### src/rtl/rop_pkg.sv
package rop_pkg;

    typedef enum logic [1:0] {
        PW_AWAKE  = 2'd0,
        PW_ENTER  = 2'd1,
        PW_ASLEEP = 2'd2
    } pw_state_t;

    typedef enum logic {
        SEL_OFF = 1'b0,
        SEL_ON  = 1'b1
    } sel_state_t;

endpackage

### src/rtl/rop_power_fsm.sv
module rop_power_fsm
    import rop_pkg::*;
(
    input  logic      clk,
    input  logic      rst_n,
    input  logic      sleep,
    output pw_state_t pw_q,
    output logic      awake,
    output logic      quiesce
);

    pw_state_t pw_d;

    always_ff @(posedge clk or negedge rst_n) begin
        if (!rst_n) pw_q <= PW_AWAKE;
        else        pw_q <= pw_d;
    end

    always_comb begin
        pw_d = pw_q;
        unique case (pw_q)
            PW_AWAKE:  pw_d = sleep ? PW_ENTER  : PW_AWAKE;
            PW_ENTER:  pw_d = sleep ? PW_ASLEEP : PW_AWAKE;
            PW_ASLEEP: pw_d = sleep ? PW_ASLEEP : PW_AWAKE;
            default:   pw_d = PW_AWAKE;
        endcase
    end

    // Select stages are cleared on the edge entering sleep and while asleep.
    always_comb begin
        awake   = (pw_q != PW_ASLEEP);
        quiesce = (pw_q == PW_ASLEEP) || (pw_d == PW_ASLEEP);
    end

endmodule

### src/rtl/rop_select_pipe.sv
module rop_select_pipe
    import rop_pkg::*;
(
    input  logic       clk,
    input  logic       rst_n,
    input  logic       quiesce,
    input  logic       addr_stb,
    input  logic       ce_main,
    input  logic       ce_aux,
    output sel_state_t sel_early,
    output sel_state_t sel_late
);

    sel_state_t early_d;
    logic       enables_ok;

    always_ff @(posedge clk or negedge rst_n) begin
        if (!rst_n) begin
            sel_early <= SEL_OFF;
            sel_late  <= SEL_OFF;
        end else if (quiesce) begin
            sel_early <= SEL_OFF;
            sel_late  <= SEL_OFF;
        end else begin
            sel_early <= early_d;
            sel_late  <= sel_early;
        end
    end

    always_comb begin
        enables_ok = ce_main && ce_aux;
        early_d    = sel_early;
        unique case (sel_early)
            SEL_OFF: if (addr_stb && enables_ok)  early_d = SEL_ON;
            SEL_ON:  if (addr_stb && !enables_ok) early_d = SEL_OFF;
            default: early_d = SEL_OFF;
        endcase
    end

endmodule

### src/rtl/rop_out_stage.sv
module rop_out_stage
    import rop_pkg::*;
#(
    parameter int DATA_W = 36
)(
    input  logic              clk,
    input  logic              rst_n,
    input  logic              capture_en,
    input  logic              mode_pipe,
    input  logic [DATA_W-1:0] arr_rdata,
    input  sel_state_t        sel_early,
    input  sel_state_t        sel_late,
    input  logic              oe_n,
    input  logic              awake,
    output logic [DATA_W-1:0] dout,
    output logic              dout_drive
);

    logic [DATA_W-1:0] data_q;
    logic              sel_live;

    always_ff @(posedge clk or negedge rst_n) begin
        if (!rst_n)          data_q <= '0;
        else if (capture_en) data_q <= arr_rdata;
    end

    always_comb begin
        dout       = mode_pipe ? data_q : arr_rdata;
        sel_live   = mode_pipe ? (sel_late == SEL_ON) : (sel_early == SEL_ON);
        dout_drive = sel_live && !oe_n && awake;
    end

endmodule

### src/rtl/rop_read_out.sv
module rop_read_out
    import rop_pkg::*;
#(
    parameter int DATA_W = 36
)(
    input  logic              clk,
    input  logic              rst_n,
    input  logic              mode_pipe,
    input  logic              addr_stb,
    input  logic              ce_main,
    input  logic              ce_aux,
    input  logic [DATA_W-1:0] arr_rdata,
    input  logic              oe_n,
    input  logic              sleep,
    output logic [DATA_W-1:0] dout,
    output logic              dout_drive
);

    pw_state_t  pw_q;
    logic       awake;
    logic       quiesce;
    sel_state_t sel_early;
    sel_state_t sel_late;

    rop_power_fsm u_pwr (
        .clk     (clk),
        .rst_n   (rst_n),
        .sleep   (sleep),
        .pw_q    (pw_q),
        .awake   (awake),
        .quiesce (quiesce)
    );

    rop_select_pipe u_sel (
        .clk       (clk),
        .rst_n     (rst_n),
        .quiesce   (quiesce),
        .addr_stb  (addr_stb),
        .ce_main   (ce_main),
        .ce_aux    (ce_aux),
        .sel_early (sel_early),
        .sel_late  (sel_late)
    );

    rop_out_stage #(.DATA_W(DATA_W)) u_out (
        .clk        (clk),
        .rst_n      (rst_n),
        .capture_en (awake),
        .mode_pipe  (mode_pipe),
        .arr_rdata  (arr_rdata),
        .sel_early  (sel_early),
        .sel_late   (sel_late),
        .oe_n       (oe_n),
        .awake      (awake),
        .dout       (dout),
        .dout_drive (dout_drive)
    );

endmodule

### config.mk
export PLATFORM = sky130hd
export DESIGN_NAME = rop_read_out
export DESIGN_NICKNAME = d
export VERILOG_FILES = /design/src/rtl/rop_pkg.sv /design/src/rtl/rop_power_fsm.sv /design/src/rtl/rop_select_pipe.sv /design/src/rtl/rop_out_stage.sv /design/src/rtl/rop_read_out.sv
export SDC_FILE = /design/constraint.sdc
export NUM_CORES = 1
export LEC_CHECK = 0
export ABC_AREA = 1
export BUFFER_PORTS_ARGS = -buffer_cell sky130_fd_sc_hd__buf_4
export CORE_MARGIN = 8
export CORE_UTILIZATION = 48
export CTS_CLUSTER_DIAMETER = 120
export DETAILED_ROUTE_END_ITERATION = 8
export GPL_TIMING_DRIVEN = 0
export MAX_ROUTING_LAYER = met4
export PLACE_DENSITY = 0.75
export SYNTH_ARGS = -nofsm -noshare
export SYNTH_HDL_FRONTEND = slang
export SYNTH_SLANG_ARGS = --single-unit
### constraint.sdc
create_clock -name clk -period 1.4 [get_ports clk]
set_input_delay 0.07 -clock clk [delete_from_list [all_inputs] [get_ports clk]]
set_output_delay 0.07 -clock clk [all_outputs]
set_load 0.03 [all_outputs]
# Word level (Yosys, flattened, before mapping)
# Cells that the tools add are included.
totals:
  ff_bits: 40
  word_cells: 29
  output_inout_bits: 37
  input_bits: 44
op_classes:
  muxes: 10
  reduce_logical: 10
  n_eq_ne: 4
  n_bitwise: 1
ops:
  columns: ["cell", "count"]
  rows:
  - ["$mux 36", 1]
  - ["$mux 1", 6]
  - ["$logic_and 1x1->1", 5]
  - ["$eq 2x2->1 const B", 2]
  - ["$pmux 2 s2", 1]
  - ["$eq 2x1->1 const B", 1]
  - ["$logic_not 1->1", 2]
  - ["$logic_not 2->1", 1]
  - ["$mux 2", 1]
  - ["$ne 2x2->1 const B", 1]
  - ["$pmux 1 s2", 1]
  - ["$reduce_or 2->1", 1]
  - ["$logic_or 1x1->1", 1]
  - ["$not 1->1", 1]

# Longest topological paths before layout
# Gate-level depths: netlist of the first run.
logic_depth:
  depth_word: 6
  mapped_depth: 7
  depth_no_buf: 7

# Hierarchy
# Synthesis of the first run repeated with hierarchy kept, for this count alone.
unflattened:
  hier_cells: 261
  area_unflattened_um2: 2049.5
by_module_without_submodules:
  columns: ["module", "seq_area_each_um2", "cells_each", "instances", "area_each_um2"]
  rows:
  - ["rop_out_stage", 900.9, 239, 1, 1848.0]
  - ["rop_power_fsm", 50.0, 14, 1, 123.9]
  - ["rop_select_pipe", 50.0, 8, 1, 77.6]

# Least setup slack after synthesis of the first run
# OpenSTA, ideal clock, no wires.
synth_path:
  kind: "flip-flop to output port"
  start: "register u_pwr.pw_q[0]"
  end: "output dout_drive"
  path_stages_with_launch: 7
  path_slack_ps: -38
  path_buffers: 1
  arrival_ps: 1368
  required_time_ps: 1330
  cell_sequence: "dfrtp_1 -> inv_1 -> ha_1 -> buf_6 -> nor2_1 -> o21ai_0 -> a21oi_1"
synth_between:
  elab_chain_len: 2
synth_lines:
  columns: ["element", "line_no", "rtl"]
  rows:
  - ["start: declaration", "rop_power_fsm.sv:7", "output pw_state_t pw_q,"]
  - ["start signal: assignment", "rop_power_fsm.sv:16", "else pw_q <= pw_d;"]
  - ["$ne 2x2->1", "rop_power_fsm.sv:31", "awake = (pw_q != PW_ASLEEP);"]
  - ["$logic_and 1x1->1", "rop_out_stage.sv:30", "dout_drive = sel_live && !oe_n && awake;"]
  - ["end: declaration", "rop_read_out.sv:16", "output logic dout_drive"]
# No other way between the ends.

# Final worst setup path of the first run
layout_path:
  start: "register u_pwr.pw_q[1]"
  end: "output dout_drive"
# The elaborated chain is that of the path after synthesis.

==> results of run 1 <==
## flip-flops by register name (all words and copies together) (netlist names)
name,flops
u_pwr.pw_q,2
u_out.data_q,36
u_sel.sel_late,1
u_sel.sel_early,1
## power groups by stage
stage | clock (mW) | sequential, mW | combinational (mW)
global route | 0.843 | 1.54 | 1.46
detailed placement | 0 | 1.53 | 1.29
finish | 0.780 | 1.51 | 1.33
global placement | 0 | 1.52 | 1.27
floorplan | 0 | 1.50 | 0.836
CTS | 0.803 | 1.51 | 1.34
## cell families after synthesis
kind of cell / after synthesis
AO/OA/AOI/OAI: 75
adder cells (fa/ha/maj): 3
buffers and inverters: 58
flip-flops: 40
AND/OR/NAND/NOR: 82
## area by class of cell
type | instances | share of cell area, %
tap | 50 | 2.19
clock inverter | 2 | 0.351
clock buffer | 6 | 2.89
buffer | 15 | 5.00
timing repair buffer | 85 | 22.7
multi-input combinational | 160 | 26.3
sequential | 40 | 35.1
inverter | 42 | 5.52
## per-stage QoR
step	cell area, um^2	instances	utilization (%)	power (mW)	hold WS, ps
2_1_floorplan	2040	258	-	2.34	-226
3_3_place_gp	2690	387	66.8	2.79	81.2
3_5_place_dp	2690	387	66.8	2.82	76.5
4_1_cts	2850	401	70.8	3.66	25.1
5_1_grt	2850	400	70.8	3.84	24.9
6_report	2850	400	70.8	3.62	32.3
## routing by layer
layer  GRT usage, %  vias up  part of all wire [%]
li1               -      982                     -
met1           18.8      853                    44
met2           26.1       60                    47
met3           6.18        6                   8.2
met4           3.39        0                  0.77
met5              -        -                     0
## cells in the mapped netlist (all sizes together)
cell,instances,share of area [%]
nand2,78,14
o21ai,74,18
inv,42,7.8
dfrtp,40,49
buf,15,7.4
nor2,4,0.74
ha,3,1.8
a21oi,1,0.25
clkbuf,1,0.18
## worst max-delay path by stage
stage | from | endpoint | slack, ps | depth (start not counted)
after detailed placement | u_pwr.pw_q[0] | dout_drive | 110 | 7
after CTS | u_pwr.pw_q[1] | dout_drive | -60 | 6
after floorplan | u_pwr.pw_q[0] | dout_drive | 130 | 6
final | u_pwr.pw_q[1] | dout_drive | 40 | 5
after global routing | u_pwr.pw_q[1] | dout_drive | -40 | 5
after global placement | u_pwr.pw_q[0] | u_out.data_q[22] | 140 | 4
## timing repair
action / CTS / global route
hold buffers: 2 / 0
endpoints found under the hold margin: 41 / 0
pin swaps: 2 / 2
resized for setup: 5 / 4
setup endpoints to repair: 1 / 3
buffers inserted: 4 / 0
## worst max-delay path, delay by kind of cell, from the launching register on
| family | cells | cell delay [ps] |
|---|---|---|
| AOI/OAI and AO/OA | 2 | 170 |
| adders and majority gates | 1 | 180 |
| buffers and inverters | 1 | 150 |
| DFF | 1 | 410 |
| and+or+nand+nor | 1 | 90 |
==> flow_summary.yaml, run 1 <==
status:
  status: "finished clean"
floorplan:
  die_area_um2: 6570
  core_um2: 4030
  die_y_um: 81.1
  die_x_um: 81.1
  placementRows: 23
  pin_count: 81
  start_util_pct: 50.5
logic_synthesis:
  yosys.area_share.simple_pct: 15.1
  synth_mux_area_share_pct: 0
  syn_nets: 305
  synth_xor_area_share_pct: 0
  synthAdderAreaFrac_pct: 1.85
  synth_compound_area_share_pct: 18.5
  avgSynthCellArea_um2: 7.88
  synth_top_family_by_area: "compound AO/OA/AOI/OAI gates"
  syn_inst: 258
  yosys_warnings: 0
  ys_types: 11
  yosys_register_bits: 40
  ys_seq_area_share_pct: 49.2
  syn_area_um2: 2030
timing:
  hold_viol_final: 0
  final-setup-viol-count: 0
  period_needed_ps: 1360
  fmax_mhz: 735
  slew_headroom_pct: 66.7
  period_share_pct: 97.1
  fin_skew_ps: 5.21
  tightest_slew_ps: 500
  setup_ws_ps: 40.3
  rsz0062_at_grt: "true"
  finalSetupTns_ps: 0
  maxSlewViolCount: 0
setup_path:
  r2r_start: "u_pwr.pw_q[0]"
  ff2ff_path_depth: 8
  path_cells: "ha_4 > nor2_4 > o21ai_2 > a21oi_2 > buf_6"
  cp_max_fo: 3
  cp_slowest_stage_delay_ps: 410
  critPathLaunchType: "flop"
  reg2reg_slack_ps: 110
  worstSetupPathType: "flop to output pin"
  timing.rr.end: "u_sel.sel_late"
  required_ps: 1330
  cp-end-kind: "output pin"
  crit_slowest_cell: "dfrtp_1"
  arrival_ps: 1290
place:
  dpl_worst_slack_ps: 105
  portBuffers: 79
  gp_congestion: 0.781
  dp_hpwl_um: 3890
cts:
  clock_latency_ps: 280
  numClockSinks: 40
  clockBufferDepth: 2
  cts.clk_slew.worst_paths_ps: 80
  cts_tree: "done"
  htreeDepth: 2
  clockRootBuffer: "clkbuf_8"
  cts_buffers: 5
finish:
  multi_input_area_um2: 751
  most-common-layout-cells: "buf_4 (87), nand2_1 (78), o21ai_0 (45)"
  fin_nets: 396
  drive_gt1_share_pct: 31.7
  n_antenna_cell: 0
  num-fill-cells: 333
  layout_commonest_cell: "buf_4"
  areaGrowthSynthToFinish_pct: 40.4
  regArea_um2: 1000
min_path:
  hold_start: "arr_rdata[34]"
  holdCritPathClass: "input port to flop"
  hold_path_end: "u_out.data_q[34]"
  whs_path_depth: 3
global_route:
  grt_pass1_vias: 1813
  grt_max_degree: 41
  antenna_found_initial: 0
  grt_pass1_wl_um: 8220
  gr-total-overflow: 0
  track_usage_pct: 16.2
route:
  wl_um: 5180
  drc: 0
  wl_per_cell_um: 12.9
  antenna_left: 0
  vias_per_cell: 4.75
  routed-via-count: 1901
  first_pass_iters: 4
  drt-initial-drc-count: 76
pwr:
  seqPwrFrac_pct: 41.8
  power_density_nw_per_um2: 1270
  power.switching_mw: 1.29
  internal-power_mw: 2.34
  power_frac_comb_pct: 36.7
  power.share.clock_pct: 21.5
  switching_share_pct: 35.6
  leakage_nw: 1.49
  vdd_drop_max_uv: 765
flow_run:
  maxCapViolCount: 0
No activity file was read; power rests on OpenSTA's default activity.
==> run 2, diff against run 1 <==
--- a/config.mk
+++ b/config.mk
@@ -8,12 +8,13 @@
 export ABC_AREA = 1
 export BUFFER_PORTS_ARGS = -buffer_cell sky130_fd_sc_hd__buf_4
 export CORE_MARGIN = 8
-export CORE_UTILIZATION = 48
+export CORE_UTILIZATION = 50
+export CTS_BUF_LIST = sky130_fd_sc_hd__clkbuf_8
 export CTS_CLUSTER_DIAMETER = 120
 export DETAILED_ROUTE_END_ITERATION = 8
 export GPL_TIMING_DRIVEN = 0
 export MAX_ROUTING_LAYER = met4
-export PLACE_DENSITY = 0.75
+export PLACE_DENSITY = 0.78
 export SYNTH_ARGS = -nofsm -noshare
 export SYNTH_HDL_FRONTEND = slang
 export SYNTH_SLANG_ARGS = --single-unit
==> run 2 against run 1 <==
  * Clock-buffer cell count shrank 1
  * Clock power decreased by 9.4%
  * Largest cell class unchanged
  * Non-clock buffer count stayed put
  * Cell area increased by 0.26%
  * Sequential power barely moved
  * Sequential share of layout area is 0.092 points lower
  * Critical path type unchanged
  * Clock skew down 1.1 ps
  * First-iteration DRC count increased by 38%
  * Highest routed layer unchanged
  * Maximum frequency shrank 1.9%
==> flow_summary.yaml, run 2 (same netlist as run 1, synthesis figures left out) <==
timing:
  fin_skew_ps: 4.12
  hold_viol_final: 0
  maxSlewViolCount: 0
  slew_headroom_pct: 66.3
  tightest_slew_ps: 506
  finalSetupTns_ps: 0
  period_share_pct: 99.0
  period_needed_ps: 1390
  fmax_mhz: 721
  final-setup-viol-count: 0
  rsz0062_at_grt: "true"
global_route:
  grt_pass1_wl_um: 8600
  antenna_found_initial: 0
  gr-total-overflow: 0
  grt_pass1_vias: 1886
  grt_max_degree: 41
  track_usage_pct: 17.3
setup_path:
  required_ps: 1330
  timing.rr.end: "u_out.data_q[18]"
  crit_slowest_cell: "dfrtp_1"
  worst-path-stages: 6
  reg2reg_slack_ps: 50
  cp_slowest_stage_delay_ps: 360
  cp_max_fo: 3
  path_cells: "inv_2 > ha_4 > nor2_4 > o21ai_2 > a21oi_2 > buf_6"
  worstSetupPathType: "flop to output pin"
  cp_top_family: "flip-flops"
  ff2ff_path_depth: 4
  r2r_start: "u_pwr.pw_q[0]"
  critical_path_buf_inv_count: 2
  critPathLaunchType: "flop"
  arrival_ps: 1320
  cp-end-kind: "output pin"
min_path:
  holdCritPathClass: "input port to flop"
  whs_path_depth: 3
  hold_path_end: "u_out.data_q[35]"
  hold_start: "arr_rdata[35]"
finish:
  most-common-layout-cells: "buf_4 (87), nand2_1 (76), o21ai_0 (45)"
  final_cells: 399
  areaGrowthSynthToFinish_pct: 40.7
  largest_reg_flops: 36
  regMostFlops: "u_out.data_q"
  final_area_um2: 2860
  layout_commonest_cell: "buf_4"
  drive_gt1_share_pct: 33.0
  n_antenna_cell: 0
  num-fill-cells: 339
  reg_top3: "u_out.data_q x36, u_pwr.pw_q x2"
  fin_nets: 396
cts:
  cts_buffers: 5
  htreeDepth: 2
  clockBufferDepth: 2
  clockRootBuffer: "clkbuf_8"
  clock_latency_ps: 290
  cts.clk_slew.worst_paths_ps: 70
  numClockSinks: 40
  cts_tree: "done"
floorplan:
  start_util_pct: 51.2
  die_y_um: 79.8
  core_um2: 3970
  die_area_um2: 6360
  die_x_um: 79.8
  pin_count: 81
  placementRows: 23
pwr:
  power.share.clock_pct: 19.6
  power.switching_mw: 1.31
  internal-power_mw: 2.29
  switching_share_pct: 36.3
  power_density_nw_per_um2: 1260
  p_total_mw: 3.60
  seqPwrFrac_pct: 42.2
  vdd_drop_max_uv: 781
  leakage_nw: 1.49
  power_frac_comb_pct: 38.2
place:
  place_inst: 387
  dpl-instance-area_um2: 2690
  dp_hpwl_um: 3960
  portBuffers: 79
  gp_congestion: 0.763
route:
  wl_um: 5320
  wl_per_cell_um: 13.3
  routed-via-count: 1906
  vias_per_cell: 4.78
  drc: 0
  first_pass_iters: 4
  antenna_left: 0
  drt-initial-drc-count: 105
flow_run:
  maxCapViolCount: 0
status:
  status: "finished clean"
run 2: cell types whose count changed in the layout (fill, tap and decap cells not counted), sizes merged:
cell / change
clkbuf: -1
clkinv: -1
inv: +1
run 2: power by group through the flow:
stage | registers (mW) | logic (mW) | clock network, mW
floorplan | 1.50 | 0.836 | 0
global route | 1.55 | 1.51 | 0.760
finish | 1.52 | 1.38 | 0.707
CTS | 1.51 | 1.33 | 0.720
detailed placement | 1.54 | 1.29 | 0
global placement | 1.52 | 1.27 | 0
run 2: worst max-delay path by stage:
stage | startpoint | to | slack [ps]
after detailed placement | u_pwr.pw_q[0] | u_out.data_q[18] | 70
final | u_pwr.pw_q[0] | dout_drive | 10
after floorplan | u_pwr.pw_q[0] | dout_drive | 130
after global placement | u_pwr.pw_q[0] | dout_drive | 140
after global routing | u_pwr.pw_q[0] | dout_drive | -50
after CTS | u_pwr.pw_q[1] | dout_drive | -80
run 2: stage by stage:
step                      hold slack (ps)  util, %  worst slack (ps)
after floorplan                      -226        -               126
after global placement               77.6     67.8               140
after detailed placement             71.5     67.8              66.9
after CTS                            20.0     71.0             -75.1
after global routing                 29.6     72.1             -51.8
final                                22.0     72.1              13.4
run 2: worst reg2reg max path: stages, from the launching register on:
cell and delay [ps]:
dfrtp_1 390, inv_2 100, ha_4 170, clkbuf_1 350, o21ai_0 200
run 2: cell type report:
| type | count | area (um^2) | share of cell area, % |
|---|---|---|---|
| Sequential cell | 40 | 1000 | 35.0 |
| Multi-Input combinational cell | 160 | 773 | 27.0 |
| Timing Repair Buffer | 85 | 647 | 22.6 |
| Inverter | 42 | 158 | 5.51 |
| Buffer | 15 | 143 | 4.98 |
| Clock buffer | 5 | 68.8 | 2.40 |
| Tap cell | 50 | 62.6 | 2.19 |
| Clock inverter | 2 | 8.76 | 0.306 |
run 2: timing repair:
action / CTS / global route
buffers inserted: 3 / 2
pin swaps: 2 / 4
endpoints found under the setup margin: 1 / 3
resized for setup: 3 / 12
hold buffers: 2 / 0
hold endpoints to repair: 41 / 0
run 2: metal layers:
metal / global-route usage, % / share of wire (%) / vias to the layer above / wire length (um)
li1: - / - / 978 / -
met3: 4.62 / 6.5 / 8 / 344
met5: - / 0 / - / 0
met4: 7.09 / 1.5 / 0 / 82
met2: 27.2 / 49 / 55 / 2590
met1: 20.7 / 43 / 865 / 2300
==> run 3, diff against run 2 <==
--- a/config.mk
+++ b/config.mk
@@ -13,7 +13,6 @@
 export CTS_CLUSTER_DIAMETER = 120
 export DETAILED_ROUTE_END_ITERATION = 8
 export GPL_TIMING_DRIVEN = 0
-export MAX_ROUTING_LAYER = met4
 export PLACE_DENSITY = 0.78
 export SYNTH_ARGS = -nofsm -noshare
 export SYNTH_HDL_FRONTEND = slang
==> run 3 against run 2 <==
  * Register-to-register slack barely moved
  * Clock skew barely moved
  * Setup slack got worse by 1.8 ps
  * Sequential share of layout area did not move
  * Clock power barely moved
  * Die area did not move
==> flow_summary.yaml, run 3 (same netlist as run 1, synthesis figures left out) <==
status:
  status: "finished clean"
setup_path:
  cp_top_family: "flip-flops"
  required_ps: 1330
  critical_path_buf_inv_count: 2
  crit_start: "u_pwr.pw_q[0]"
  worst-path-stages: 6
  endpoint: "dout_drive"
  timing.rr.end: "u_out.data_q[18]"
  reg2reg_slack_ps: 50
  ff2ff_path_depth: 4
  cp-end-kind: "output pin"
  cp_max_fo: 3
  r2r_start: "u_pwr.pw_q[0]"
  worstSetupPathType: "flop to output pin"
  crit_slowest_cell: "dfrtp_1"
  cp_slowest_stage_delay_ps: 360
  path_cells: "inv_2 > ha_4 > nor2_4 > o21ai_2 > a21oi_2 > buf_6"
  critPathLaunchType: "flop"
  arrival_ps: 1320
pwr:
  leakage_nw: 1.49
  vdd_drop_max_uv: 781
  power_density_nw_per_um2: 1260
route:
  first_pass_iters: 4
  wl_per_cell_um: 13.3
  routed-via-count: 1904
  drc: 0
  wl_um: 5300
  antenna_left: 0
  vias_per_cell: 4.77
  drt-initial-drc-count: 97
cts:
  clockRootBuffer: "clkbuf_8"
  cts_buffers: 5
  htreeDepth: 2
  clockBufferDepth: 2
  cts.clk_slew.worst_paths_ps: 70
  cts_tree: "done"
  clock_latency_ps: 290
  numClockSinks: 40
global_route:
  track_usage_pct: 16.8
  gr-total-overflow: 0
  grt_pass1_wl_um: 8580
  grt_max_degree: 41
  grt_pass1_vias: 1890
  antenna_found_initial: 0
timing:
  finalSetupTns_ps: 0
  tightest_slew_ps: 505
  fmax_mhz: 720
  setup_ws_ps: 11.6
  period_share_pct: 99.2
  hold_slack_ps: 22.1
  rsz0062_at_grt: "true"
  hold_viol_final: 0
  final-setup-viol-count: 0
  fin_skew_ps: 4.52
  period_needed_ps: 1390
  slew_headroom_pct: 66.3
  maxSlewViolCount: 0
place:
  gp_congestion: 0.753
  portBuffers: 79
  dpl_worst_slack_ps: 66.9
  place_inst: 387
  dp_hpwl_um: 3960
floorplan:
  start_util_pct: 51.2
  pin_count: 81
  die_y_um: 79.8
  core_um2: 3970
  die_x_um: 79.8
  placementRows: 23
  die_area_um2: 6360
finish:
  fin_nets: 396
  fin_util_pct: 72.1
  regMostFlops: "u_out.data_q"
  final_cells: 399
  largest_reg_flops: 36
  n_antenna_cell: 0
  layout_commonest_cell: "buf_4"
  drive_gt1_share_pct: 33.0
  reg_top3: "u_out.data_q x36, u_pwr.pw_q x2"
  areaGrowthSynthToFinish_pct: 40.7
  most-common-layout-cells: "buf_4 (87), nand2_1 (76), o21ai_0 (45)"
min_path:
  whs_path_depth: 3
  holdCritPathClass: "input port to flop"
flow_run:
  maxCapViolCount: 0
run 3: cell type report:
class                      instances  area (um^2)
fill                             339         1110
buffer                            15          143
inverter                          42          158
clock buffer                       5         68.8
sequential                        40         1000
clock inverter                     2         8.76
timing repair buffer              85          647
multi-input combinational        160          773
tap                               50         62.6
run 3: metrics by stage:
step / power [mW] / area, um^2
after floorplan: 2.34 / 2040
after global placement: 2.79 / 2690
after detailed placement: 2.83 / 2690
after CTS: 3.57 / 2820
after global routing: 3.81 / 2860
final: 3.60 / 2860
run 3: what timing repair did:
| item | CTS | global route |
|---|---|---|
| hold endpoints to repair | 41 | 0 |
| pin swaps | 2 | 4 |
| setup endpoints to repair | 1 | 3 |
| buffers inserted | 3 | 2 |
| hold buffers | 2 | 0 |
| resized for setup | 3 | 12 |
run 3: power breakdown:
part	internal (mW)	switching [mW]
clock network	0.331	0.375
logic	0.571	0.805
registers	1.39	0.127
total	2.29	1.31
run 3: worst min-delay path by stage:
stage	startpoint	slack (ps)	endpoint
CTS	arr_rdata[35]	20	u_out.data_q[35]
detailed placement	rst_n	70	u_out.data_q[16]
global placement	rst_n	80	u_out.data_q[16]
floorplan	rst_n	-230	u_out.data_q[0]
finish	arr_rdata[35]	20	u_out.data_q[35]
global route	arr_rdata[28]	30	u_out.data_q[28]
run 3: tightest hold or removal path, cell delays in order:
cell and delay, ps:
buf_4 110, inv_1 50, o21ai_1 50
run 3: per-layer routing:
| metal | vias up | wire length (um) | track usage [%] | share of wire, % |
|---|---|---|---|---|
| li1 | 978 | - | - | - |
| met1 | 862 | 2290 | 20.4 | 43 |
| met2 | 56 | 2560 | 27.3 | 48 |
| met3 | 8 | 371 | 4.84 | 7.0 |
| met4 | 0 | 82 | 7.09 | 1.5 |
| met5 | - | 0 | 0 | 0 |
